$ cat src/rtl/txcell_writer.sv
module txcell_writer #(
  parameter int DATA_W     = 32,
  parameter int LEN_W      = 16,
  parameter int CNT_W      = 8,
  parameter int PTR_W      = 12,
  parameter int CELL_WORDS = 64,
  parameter int MAX_CELLS  = 8
) (
  input  logic                       clk,
  input  logic                       rst_n,
  input  logic                       start_i,
  input  logic [LEN_W-1:0]           len_i,
  input  logic [CNT_W-1:0]           fifo_count_i,
  input  logic [DATA_W-1:0]          fifo_data_i,
  output logic                       fifo_rd_o,
  output logic                       ptr_req_o,
  input  logic                       ptr_gnt_i,
  input  logic [PTR_W-1:0]           ptr_i,
  output logic                       mem_we_o,
  output logic [PTR_W+$clog2(CELL_WORDS)-1:0] mem_addr_o,
  output logic [DATA_W-1:0]          mem_data_o,
  output logic                       q_push_o,
  input  logic                       q_full_i,
  output logic [LEN_W-1:0]           q_len_o,
  output logic [$clog2(MAX_CELLS+1)-1:0] q_cnt_o,
  output logic [MAX_CELLS*PTR_W-1:0] q_ptrs_o,
  output logic                       q_trunc_o,
  output logic                       irq_o
);
  localparam int BPW       = DATA_W / 8;
  localparam int OFS_W     = $clog2(CELL_WORDS);
  localparam int SLOT_W    = $clog2(MAX_CELLS + 1);
  localparam int WRD_W     = LEN_W + 1;
  localparam int MAX_WORDS = MAX_CELLS * CELL_WORDS;
  localparam int MAX_BYTES = MAX_WORDS * BPW;

  typedef enum logic [2:0] {S_IDLE, S_WAIT, S_REQ, S_WRITE, S_DRAIN, S_PUSH} st_t;

  st_t              st;
  logic [WRD_W-1:0] rem;
  logic [OFS_W-1:0] ofs;
  logic [SLOT_W-1:0] ncell;
  logic [PTR_W-1:0] cur;
  logic [PTR_W-1:0] slot [MAX_CELLS];
  logic [LEN_W-1:0] len_q;
  logic             trunc_q;
  logic             irq_q;

  logic [WRD_W-1:0] start_words, need, have;
  logic             avail, last_in_cell;

  assign start_words  = (WRD_W'(len_i) + WRD_W'(BPW - 1)) / WRD_W'(BPW);
  assign need         = (rem < WRD_W'(CELL_WORDS)) ? rem : WRD_W'(CELL_WORDS);
  assign have         = WRD_W'(fifo_count_i);
  assign avail        = fifo_count_i != '0;
  assign last_in_cell = (ofs == OFS_W'(CELL_WORDS - 1)) || (rem == WRD_W'(1));

  assign fifo_rd_o  = (st == S_WRITE || st == S_DRAIN) && avail;
  assign mem_we_o   = (st == S_WRITE) && avail;
  assign mem_addr_o = {cur, ofs};
  assign mem_data_o = fifo_data_i;
  assign ptr_req_o  = st == S_REQ;
  assign q_push_o   = st == S_PUSH;
  assign q_len_o    = len_q;
  assign q_cnt_o    = ncell;
  assign q_trunc_o  = trunc_q;
  assign irq_o      = irq_q;

  for (genvar g = 0; g < MAX_CELLS; g++) begin : g_slots
    assign q_ptrs_o[g*PTR_W +: PTR_W] = slot[g];
  end

  always_ff @(posedge clk) begin
    if (!rst_n) begin
      st      <= S_IDLE;
      rem     <= '0;
      ofs     <= '0;
      ncell   <= '0;
      cur     <= '0;
      len_q   <= '0;
      trunc_q <= 1'b0;
      irq_q   <= 1'b0;
      for (int i = 0; i < MAX_CELLS; i++) slot[i] <= '0;
    end else begin
      irq_q <= (st == S_PUSH) && !q_full_i;
      unique case (st)
        S_IDLE: if (start_i) begin
          rem     <= start_words;
          ofs     <= '0;
          ncell   <= '0;
          trunc_q <= start_words > WRD_W'(MAX_WORDS);
          len_q   <= (start_words > WRD_W'(MAX_WORDS)) ? LEN_W'(MAX_BYTES) : len_i;
          for (int i = 0; i < MAX_CELLS; i++) slot[i] <= '0;
          st      <= (start_words == '0) ? S_PUSH : S_WAIT;
        end
        S_WAIT: if (have >= need) st <= S_REQ;
        S_REQ: if (ptr_gnt_i) begin
          cur <= ptr_i;
          for (int i = 0; i < MAX_CELLS; i++)
            if (ncell == SLOT_W'(i)) slot[i] <= ptr_i;
          ncell <= ncell + 1'b1;
          st    <= S_WRITE;
        end
        S_WRITE: if (avail) begin
          rem <= rem - 1'b1;
          ofs <= ofs + 1'b1;
          if (last_in_cell) begin
            ofs <= '0;
            if (rem == WRD_W'(1))                 st <= S_PUSH;
            else if (ncell == SLOT_W'(MAX_CELLS)) st <= S_DRAIN;
            else                                  st <= S_WAIT;
          end
        end
        S_DRAIN: if (avail) begin
          rem <= rem - 1'b1;
          if (rem == WRD_W'(1)) st <= S_PUSH;
        end
        S_PUSH: if (!q_full_i) st <= S_IDLE;
        default: st <= S_IDLE;
      endcase
    end
  end

  assert_req_threshold_R2: assert property (@(posedge clk) disable iff (!rst_n)
    ptr_req_o |-> have >= need);
  assert_req_held_R2: assert property (@(posedge clk) disable iff (!rst_n)
    ptr_req_o && !ptr_gnt_i |=> ptr_req_o);
  assert_no_read_pending_R8: assert property (@(posedge clk) disable iff (!rst_n)
    ptr_req_o |-> !fifo_rd_o && !mem_we_o);
  assert_no_underflow_R8: assert property (@(posedge clk) disable iff (!rst_n)
    fifo_rd_o |-> fifo_count_i != '0);
  assert_write_has_cell_R7: assert property (@(posedge clk) disable iff (!rst_n)
    mem_we_o |-> ncell != '0 && ncell <= SLOT_W'(MAX_CELLS));
  assert_push_hold_R9: assert property (@(posedge clk) disable iff (!rst_n)
    q_push_o && q_full_i |=> q_push_o && $stable(q_len_o) && $stable(q_ptrs_o) && !irq_o);
  assert_irq_after_push_R5: assert property (@(posedge clk) disable iff (!rst_n)
    irq_o |-> $past(q_push_o && !q_full_i));
  assert_irq_single_R5: assert property (@(posedge clk) disable iff (!rst_n)
    irq_o |=> !irq_o);
endmodule

$ cat config.mk
export PLATFORM = sky130hd
export DESIGN_NAME = txcell_writer
export DESIGN_NICKNAME = d
export VERILOG_FILES = /design/src/rtl/txcell_writer.sv
export SDC_FILE = /design/constraint.sdc
export NUM_CORES = 1
export LEC_CHECK = 0
export CAP_MARGIN = 0
export CORE_ASPECT_RATIO = 0.5
export CORE_MARGIN = 4
export CORE_UTILIZATION = 46
export DETAILED_ROUTE_END_ITERATION = 7
export HOLD_SLACK_MARGIN = 0.15
export PLACE_DENSITY = 0.81
export SYNTH_ARGS = -nofsm -noshare
export SYNTH_HDL_FRONTEND = slang
export SYNTH_SLANG_ARGS = --single-unit
$ cat constraint.sdc
create_clock -name clk -period 4.25 [get_ports clk]
set_clock_uncertainty 0.2 [all_clocks]
set_input_delay 0.425 -clock clk [delete_from_list [all_inputs] [get_ports clk]]
set_output_delay 0.425 -clock clk [all_outputs]
set_load 0.005 [all_outputs]
# ---- Word level (Yosys, flattened, before mapping)
# Memories as Yosys holds them, arrays and structs flattened.
# Cells that the tools add are included.
dict set report word_totals {
  regBits 60
  output_inout_bits 172
  input_bits 73
  n_memories 1
  ram_bits 96
}
dict set report op_classes {
  n_mux 85
  magnitude_cmp 3
  reduce_logical 20
  n_eq_ne 24
  n_addsub 4
  n_bitwise 16
}
# memory words word_bits rd rd_clocked_by_memory_dff wr line_no
set mem_list {}
lappend mem_list {slot 8 12 8 0 8 44} ;# logic [PTR_W-1:0] slot [MAX_CELLS];
# op n
set op_table {}
lappend op_table {{$mux W12} 16}
lappend op_table {{$mux W17} 3}
lappend op_table {{$mux W1} 45}
lappend op_table {{$pmux W17 S2} 1}
lappend op_table {{$mux W3} 11}
lappend op_table {{$mux W6} 3}
lappend op_table {{$pmux W3 S6} 1}
lappend op_table {{$add A16 B2 Y17 const B} 1}
lappend op_table {{$eq A17 B1 Y1 const B} 1}
lappend op_table {{$ge A8 B17 Y1} 1}
lappend op_table {{$logic_not A17 Y1} 1}
lappend op_table {{$lt A17 B7 Y1 const B} 1}
lappend op_table {{$sub A17 B1 Y17 const B} 1}
lappend op_table {{$eq A4 B3 Y1 const B} 4}
lappend op_table {{$mux W16} 1}
lappend op_table {{$or A1 B1 Y1} 16}
lappend op_table {{$gt A15 B10 Y1 const B} 1}
lappend op_table {{$ne A2 B2 Y1 const B} 6}
lappend op_table {{$pmux W6 S2} 1}
lappend op_table {{$reduce_and A3 Y1} 3}
lappend op_table {{$eq A4 B2 Y1 const B} 2}
lappend op_table {{$mux W4} 2}
lappend op_table {{$pmux W4 S2} 1}
lappend op_table {{$reduce_and A8 Y1} 1}
lappend op_table {{other kinds (18)} 28}

# ---- Logic depth before layout (Yosys ltp)
# Gate-level depths: netlist (run 1).
dict set report logic_depth {
  word_depth 7
  ltp_mapped 11
  depth_no_buf 10
}

# ---- Least setup slack after synthesis (run 1)
# No wires, ideal clock.
dict set report synth_timing {
  path_kind {register to register}
  from {register rem[9]}
  to {register st[0]}
  path_stages_with_launch 12
  slack_ps 1286
  arrival_ps 2649
  required_time_ps 3936
  setup_time_ps 114
  cell_sequence {dfxtp_1 > or4_4 > and4bb_1 > buf_4 > nand2_1 > ha_1 > a21oi_1 > nor2b_1 > o41a_1 > a31oi_1 > a2111oi_0 > a2111oi_0}
}
dict set report synth_between {
  elab_chain_cells 5
  elab_cells_between_ends 13
  cone_classes {2 x order compare; 4 x eq/ne; 5 x mux; 2 x reduce/logical}
}
# item line_no
set synth_lines {}
lappend synth_lines {{from (decl)} 40} ;# logic [WRD_W-1:0] rem;
lappend synth_lines {{from (signal assigned)} 88} ;# rem <= start_words;
lappend synth_lines {{from (signal assigned)} 105} ;# rem <= rem - 1'b1;
lappend synth_lines {{from (signal assigned)} 115} ;# rem <= rem - 1'b1;
lappend synth_lines {{$lt A17 B7 Y1 or $eq A17 B1 Y1 (tied branches)} --}
lappend synth_lines {{$mux W17 or $mux W3 (tied branches)} {53, 109}}
lappend synth_lines {{$ge A8 B17 Y1 or $mux W3 (tied branches)} {96, 107}}
lappend synth_lines {{$ne A2 B2 Y1 (no source line) or $mux W3 (tied branches)} --}
lappend synth_lines {{$reduce_and A8 Y1 (no source line) or $pmux W3 S6 (tied branches)} --}
lappend synth_lines {{to (signal assigned)} 94} ;# st <= (start_words == '0) ? S_PUSH : S_WAIT;
lappend synth_lines {{to (decl)} 39} ;# st_t st;
# Parallel ways exist; a longest one is shown, timed or not. The select of a mux whose other input is x is not followed.
# A chain may end at the register's enable or synchronous reset.

# ---- Worst setup path in the final report (run 1)
# Same ends and word-level chain as after synthesis.

==> results of run 1 <==
-- layout by cell type (no fill, tap or decap), types with 6 or more instances in the layout --
| master | synthesis | layout |
|---|---|---|
| sky130_fd_sc_hd__nand4_1 | 7 | 7 |
| sky130_fd_sc_hd__a22o_1 | 13 | 13 |
| sky130_fd_sc_hd__a21o_1 | 7 | 7 |
| sky130_fd_sc_hd__clkbuf_16 | 0 | 17 |
| sky130_fd_sc_hd__nor2_1 | 53 | 53 |
| sky130_fd_sc_hd__a21oi_1 | 32 | 32 |
| sky130_fd_sc_hd__nand3_1 | 10 | 10 |
| sky130_fd_sc_hd__nor4_1 | 12 | 11 |
| sky130_fd_sc_hd__nor3_1 | 13 | 13 |
| sky130_fd_sc_hd__inv_8 | 0 | 6 |
| sky130_fd_sc_hd__edfxtp_1 | 84 | 84 |
| sky130_fd_sc_hd__and2_1 | 9 | 9 |
| sky130_fd_sc_hd__nand2_1 | 53 | 53 |
| sky130_fd_sc_hd__o21ai_0 | 22 | 22 |
| sky130_fd_sc_hd__buf_4 | 33 | 6 |
| sky130_fd_sc_hd__a31oi_1 | 7 | 7 |
| sky130_fd_sc_hd__a22oi_1 | 19 | 19 |
| sky130_fd_sc_hd__dfxtp_1 | 72 | 72 |
| sky130_fd_sc_hd__and3_1 | 90 | 90 |
| sky130_fd_sc_hd__xor2_1 | 10 | 10 |
| sky130_fd_sc_hd__xnor2_1 | 11 | 11 |
| sky130_fd_sc_hd__inv_1 | 13 | 13 |
| sky130_fd_sc_hd__ha_1 | 15 | 15 |
| sky130_fd_sc_hd__clkdlybuf4s50_1 | 0 | 180 |
-- stage by stage --
step / setup WS (ps) / hold WS (ps) / utilization, % / instance area [sq um]
global route: 546.5 / 281.9 / 63.51 / 9385
finish: 749.2 / 251.0 / 63.51 / 9385
CTS: 780.3 / 254.9 / 63.51 / 9385
floorplan: 1286 / 248.3 / - / 7102
global placement: 1050 / 242.4 / 59.64 / 8813
detailed placement: 861.1 / 245.5 / 59.64 / 8813
-- area by class of cell --
class	count	share of cell area, %
flip-flops and latches	156	42.23
clock inverters	15	1.560
inverters	13	0.5199
multi-input cells	437	28.84
repair buffers	186	19.68
clock buffers	17	4.533
well taps	198	2.640
-- how the worst max path moves through the flow --
stage / start / endpoint / slack (ps) / cells past startpoint
3_5_place_dp: rem[9]$_SDFFE_PN0P_ / st[0]$_SDFFE_PN0P_ / 860 / 10
4_1_cts: rem[9]$_SDFFE_PN0P_ / st[0]$_SDFFE_PN0P_ / 780 / 10
3_3_place_gp: rem[9]$_SDFFE_PN0P_ / st[0]$_SDFFE_PN0P_ / 1050 / 10
2_1_floorplan: rem[9]$_SDFFE_PN0P_ / st[0]$_SDFFE_PN0P_ / 1290 / 11
6_report: rem[9]$_SDFFE_PN0P_ / st[0]$_SDFFE_PN0P_ / 750 / 9
5_1_grt: rem[9]$_SDFFE_PN0P_ / st[0]$_SDFFE_PN0P_ / 550 / 10
-- report_power, final --
part / leakage [nW] / switching (mW) / internal, mW
Sequential: 1.49 / 0.196 / 1.89
Combinational: 1.98 / 0.876 / 0.724
Clock: 0.277 / 0.677 / 0.782
Total: 3.74 / 1.75 / 3.39
-- kinds of logic after synthesis --
| family | Yosys count |
|---|---|
| AND/OR/NAND/NOR | 273 |
| flip-flops | 156 |
| AO/OA/AOI/OAI | 124 |
| buffers and inverters | 85 |
| XOR/XNOR | 21 |
| adder cells (fa/ha/maj) | 15 |
| multiplexers | 3 |
| other | 1 |
-- metal layers --
layer	up-vias	routed length (um)	GRT usage [%]
met5	-	0	0
met4	0	385	7.688
met3	38	1366	4.115
met2	252	9971	38.52
met1	2783	7943	27.50
li1	2723	-	-
-- worst min-delay path, stage by stage, from the launching register on --
cell                      delay, ps
sky130_fd_sc_hd__dfxtp_1        310
sky130_fd_sc_hd__nand2_1         50
sky130_fd_sc_hd__a21oi_1         50
-- state kept, by name, summed over array words and instances, names as in the netlist --
signal	cells
rem	17
q_trunc_o	1
q_len_o	16
cur	12
st	3
slot	96
ofs	6
q_cnt_o	4
irq_o	1
==> run metrics, run 1 <==
run status=finished clean; port bufs=180; CP startpoint kind=register; detailed-route via count=5796; worst flop-to-flop path startpoint=rem[9]$_SDFFE_PN0P_; areal power density over the cells=547.8 nW/um^2; XOR/XNOR share of the synthesized area=2.590%; proportion of netlist area held by the largest area contributor=35.52%; Setup Total Neg Slack=0 ps; worst min-delay path class=register to register; clk_lat worst skew=410 ps; type of the setup path with the least slack=register to register; CTS buffer count=17; CP Data Arrival Time=3600 ps; list of most frequent post-synthesis cells=sky130_fd_sc_hd__and3_1 (90), sky130_fd_sc_hd__edfxtp_1 (84), sky130_fd_sc_hd__dfxtp_1 (72), sky130_fd_sc_hd__nand2_1 (53), sky130_fd_sc_hd__nor2_1 (53); postcts setup bufs=0; final routed wirelength across all metal layers=19670 um; placeable core region=14780 sq um; Fillers=1171; drc violations=0; Longest Clk Path Bufs=2; Worst Hold Path EP=q_len_o[10]$_SDFFE_PN0P_; number of antenna repair diodes=0; antenna violations before repair=0; sequential area share after synthesis=55.81%; fraction of synthesized area in multiplexers=0.4228%; Final setup viols=0; pins over their slew limit=0; final cell count without fillers=1022; fraction of registers with async set/reset=0%; top-level I/O count=245; arithmetic-cell share of the synthesized area counting full adders, half adders and majority gates=2.643%; Clock Sink Count=156; largest fanout on the critical path=9; GRT Util Overall=21.88%; remaining antenna violation count=0; global route overflow=0; Worst Max-Slew Pin Slew=949.7 ps; routability congestion estimate from global placement=0.8593; first drt pass iteration count=5; number of synthesized flops with an enable pin=84; area added between synthesis and finish=32.15%; CTS tree=yes; yosys warns=0; detailed-route vias per instance=5.671; layout cells sized above 1=5.583%; Placed Cells incl. Taps=990; max-cap violations=0; post-synthesis simple-gate area fraction=20.44%; cells taking the most area after synthesis=sky130_fd_sc_hd__edfxtp_1 (36%), sky130_fd_sc_hd__dfxtp_1 (20%), sky130_fd_sc_hd__and3_1 (7.9%); post-cts hold buffer count=0; number of gates resized after CTS=0; clock-pin slew of the registers on the worst-case setup and hold paths=60 ps; logic depth of the worst register-to-register path=9; effective utilization at floorplan=48.06%; worst reg2reg path endpoint=st[0]$_SDFFE_PN0P_; element type at the critical path end=register; post-synthesis cell type with the largest combined area=sky130_fd_sc_hd__edfxtp_1; Critical Path Slowest Stage Cell=sky130_fd_sc_hd__or4_4; Largest delay share family, worst path=compound AO/OA/AOI/OAI gates; post-synthesis average cell area=10.47 sq um; synthesized netlist cell count=678; fin crit period=3501 ps; remaining max-slew budget at the tightest pin=36.39%; Tot Pwr=5.141 mW; number of different library cells in the post-synthesis netlist=59; total standard cell area after synthesis=7102 sq um; leakage=3.742 nW; dominant register cell in the synthesized netlist=sky130_fd_sc_hd__edfxtp_1; area taken by multi-input logic gates=2706 sq um; overall die height=95.86 um; net count after synthesis=766; detailed placement HPWL=13670 um; largest stage delay on the critical path=580 ps; Die Footprint=17610 sq um; Sequential Area=3964 sq um; vias in the first global route=5502; CP most frequent cell=sky130_fd_sc_hd__a2111oi_0; critical path, cell by cell=or4_4, and4bb_1, ha_1, a21oi_1, nor2b_1, o41a_1, a31oi_1, a2111oi_0, a2111oi_0; net total in the final layout=899; count of endpoints failing hold in the final timing report=0; most frequent cell after synthesis=sky130_fd_sc_hd__and3_1; number of levels in the clock H-tree=4; complex-gate fraction of the synthesized area=11.79%; Max Clock Freq=0.2857 GHz; wire length of the first global-routing pass=30100 um; clock root buffer=sky130_fd_sc_hd__clkbuf_16; Die Wd=183.7 um; largest family of logic cells by synthesized area=simple AND/OR/NAND/NOR gates; worst path bufs/invs=0; post-synthesis sequential element count=156; worst endpoint required time=4340 ps; Hold Path Origin=q_len_o[10]$_SDFFE_PN0P_; reg-to-reg slack, setup=750 ps; largest vdd supply drop=0.3993 mV; Worst Hold Depth=2; count of standard-cell rows=31; largest net degree at the start of global routing=51; fraction of the cycle the final worst path needs=82.37%; unrepaired setup endpoints after global routing=no; DRT iter0 DRCs=472; Wirelength per Cell=19.24 um
No activity file was read; power rests on OpenSTA's default activity.
==> run 2: changes to the inputs <==
- CORE_UTILIZATION: 46 -> 41
- PLACE_DENSITY: 0.81 -> 0.76
- clock period: 4.25 -> 3 ns (I/O delays scaled with it)
==> run 2 against run 1 <==
- the flow now finishes with violations (negative setup slack)
- maximum frequency is 16% higher
- core utilization is 5.2 points lower
- global-route usage is 2.3 points lower
- die area is 11% higher
- register-to-register slack worse by 780 ps
- power is 51% higher
- critical path depth is 2 higher
- critical endpoint is now st[1]$_SDFFE_PN0P_
- highest routed layer unchanged
==> run metrics, run 2 (synthesized netlist as in run 1, its figures left out) <==
run status=finished, violations left; violated checks=negative setup slack; CP startpoint kind=register; CTS buffer count=17 (unchanged); pins over their slew limit=0 (unchanged); effective utilization at floorplan=42.57% (-5.5 points); pre-CTS setup slack=-299.3 ps (-1160 ps); clock root buffer=sky130_fd_sc_hd__clkbuf_16; detailed-route via count=5821 (+0.43%); largest net degree at the start of global routing=36 (-29%); largest vdd supply drop=0.4444 mV (+11%); DRT iter0 DRCs=530 (+12%); Fillers=1385 (+18%); number of antenna repair diodes=0 (unchanged); Setup Total Neg Slack=-36.56 ps (-36.56 ps); clock-pin slew of the registers on the worst-case setup and hold paths=70 ps (about the same); combinational cell fraction of total power=33.6% (+2.5 points); worst endpoint required time=3130 ps (-1210 ps); max-cap violations=0 (unchanged); element type at the critical path end=register; overall die height=101.1 um (+5.4%); areal power density over the cells=794.9 nW/um^2 (+45%); Die Wd=194.1 um (+5.7%); detailed placement HPWL=14330 um (+4.8%); reg-to-reg slack, setup=-30 ps (-780 ps); most frequent cells in the layout=sky130_fd_sc_hd__clkdlybuf4s50_1 (180), sky130_fd_sc_hd__and3_1 (90), sky130_fd_sc_hd__edfxtp_1 (84), sky130_fd_sc_hd__dfxtp_1 (71), sky130_fd_sc_hd__nor2_1 (53); Wirelength per Cell=18.76 um (-2.5%); remaining max-slew budget at the tightest pin=25.09% (-11 points); Max Clock Freq=0.3302 GHz (+16%); leakage=3.903 nW (+4.3%); GRT Util Overall=19.62% (-2.3 points); worst flop-to-flop path startpoint=rem[9]$_SDFFE_PN0P_; Worst Hold Path EP=cur[1]$_SDFFE_PN0P_; area added between synthesis and finish=37.07%; CTS tree=yes; Worst Max-Slew Pin Slew=1119 ps (+169.8 ps); Clock power frac=28.4% (about the same); logic depth of the worst register-to-register path=11 (+2); largest register by flop count=slot; Longest Clk Path Bufs=2 (unchanged); clk_lat worst skew=410 ps (about the same); Power Internal=5.145 mW (+52%); Clock Sink Count=156 (unchanged); switching part of the total power=33.51% (-0.52 points); largest fanout on the critical path=8 (-1); sequential share of power=38.0% (-2.5 points); Worst Hold Depth=2 (unchanged); most frequent standard cell in the layout excluding fill and tap cells=sky130_fd_sc_hd__clkdlybuf4s50_1; type of the setup path with the least slack=register to register; placeable core region=16680 sq um (+13%); port bufs=180 (unchanged); detailed-route vias per instance=5.405 (-4.7%); net total in the final layout=925 (+2.9%); fin crit period=3028 ps (-472.3 ps); CP Data Arrival Time=3160 ps (-440 ps); count of endpoints failing hold in the final timing report=0 (unchanged); Final setup viols=2 (+2); final routed wirelength across all metal layers=20210 um (+2.7%); worst min-delay path class=register to register; vias in the first global route=5481 (-0.38%); worst reg2reg path endpoint=st[1]$_SDFFE_PN0P_; global route overflow=0 (unchanged); number of levels in the clock H-tree=4 (unchanged); least setup slack across all paths after layout=-28.43 ps (-777.7 ps); remaining antenna violation count=0 (unchanged); unrepaired setup endpoints after global routing=yes; fraction of the cycle the final worst path needs=100.9% (+19 points); layout cells sized above 1=9.882% (+4.3 points); count of standard-cell rows=33 (+6.5%); antenna violations before repair=0 (unchanged); drc violations=0 (unchanged); Hold Path Origin=cur[1]$_SDFFE_PN0P_; reported net switching power=2.593 mW (+48%); first drt pass iteration count=6 (+1); Die Footprint=19620 sq um (+11%); wire length of the first global-routing pass=30650 um (+1.8%); top-level I/O count=245 (unchanged); routability congestion estimate from global placement=0.8821 (+2.7%); max reg flops=96 (unchanged)
==> run 2: worst max-delay path, stage by stage, from the launching register on <==
cell and delay, ps:
sky130_fd_sc_hd__dfxtp_2 320, sky130_fd_sc_hd__or4_4 520, sky130_fd_sc_hd__and4bb_4 380, sky130_fd_sc_hd__buf_6 120
sky130_fd_sc_hd__nand2_4 50, sky130_fd_sc_hd__ha_4 280, sky130_fd_sc_hd__a21o_1 120, sky130_fd_sc_hd__a21oi_2 60
sky130_fd_sc_hd__o21ai_2 90, sky130_fd_sc_hd__a31oi_4 140, sky130_fd_sc_hd__or4_1 490, sky130_fd_sc_hd__a31oi_1 180
==> run 2: per-stage QoR <==
stage	std cells	total power [mW]	util (%)	cell area, sq um	hold slack [ps]
after floorplan	678	4.223	-	7102	175.8
after global placement	1042	5.313	54.09	9022	241.8
after detailed placement	1042	5.400	54.09	9022	244.7
after CTS	1075	7.654	58.00	9674	255.7
after global routing	1077	8.129	58.36	9734	272.7
final	1077	7.738	58.36	9734	259.6
==> run 2: worst max-delay path by stage <==
stage / start / end / slack (ps) / cells after the start
floorplan: rem[9]$_SDFFE_PN0P_ / st[0]$_SDFFE_PN0P_ / 40 / 11
CTS: rem[9]$_SDFFE_PN0P_ / st[0]$_SDFFE_PN0P_ / -30 / 10
detailed placement: rem[9]$_SDFFE_PN0P_ / st[0]$_SDFFE_PN0P_ / -300 / 9
finish: rem[9]$_SDFFE_PN0P_ / st[1]$_SDFFE_PN0P_ / -30 / 11
global placement: rem[9]$_SDFFE_PN0P_ / st[0]$_SDFFE_PN0P_ / -100 / 10
global route: rem[9]$_SDFFE_PN0P_ / st[0]$_SDFFE_PN0P_ / -130 / 10
==> run 2: power by group through the flow <==
stage / Clock (mW) / Combinational (mW) / Sequential [mW]
6_report: 2.20 / 2.60 / 2.94
4_1_cts: 2.22 / 2.50 / 2.94
2_1_floorplan: 0 / 1.29 / 2.93
3_3_place_gp: 0 / 2.34 / 2.97
5_1_grt: 2.31 / 2.83 / 2.99
3_5_place_dp: 0 / 2.42 / 2.98
==> run 2: what timing repair did <==
| item | CTS | global route |
|---|---|---|
| hold buffers | 0 | 0 |
| pin swaps | 2 | 0 |
| hold endpoints to repair | 0 | 0 |
| setup buffers | 1 | 2 |
| resized for setup | 7 | 10 |
| endpoints found under the setup margin | 5 | 6 |
==> run 2: cell type report <==
cell class / instances / area (sq um) / area share, %
clock inverters: 15 / 195.2 / 2.005
flip-flops and latches: 156 / 3965 / 40.73
well taps: 227 / 284.0 / 2.918
multi-input cells: 437 / 2770 / 28.46
repair buffers: 212 / 2046 / 21.02
inverters: 13 / 48.80 / 0.5013
clock buffers: 17 / 425.4 / 4.370
==> run 2: per-layer routing <==
layer	share of wire [%]	track usage, %	wire length (um)
met2	50	33.76	10010
met4	1.4	5.724	289
met5	0	0	0
met1	42	25.24	8507
met3	6.9	4.341	1400
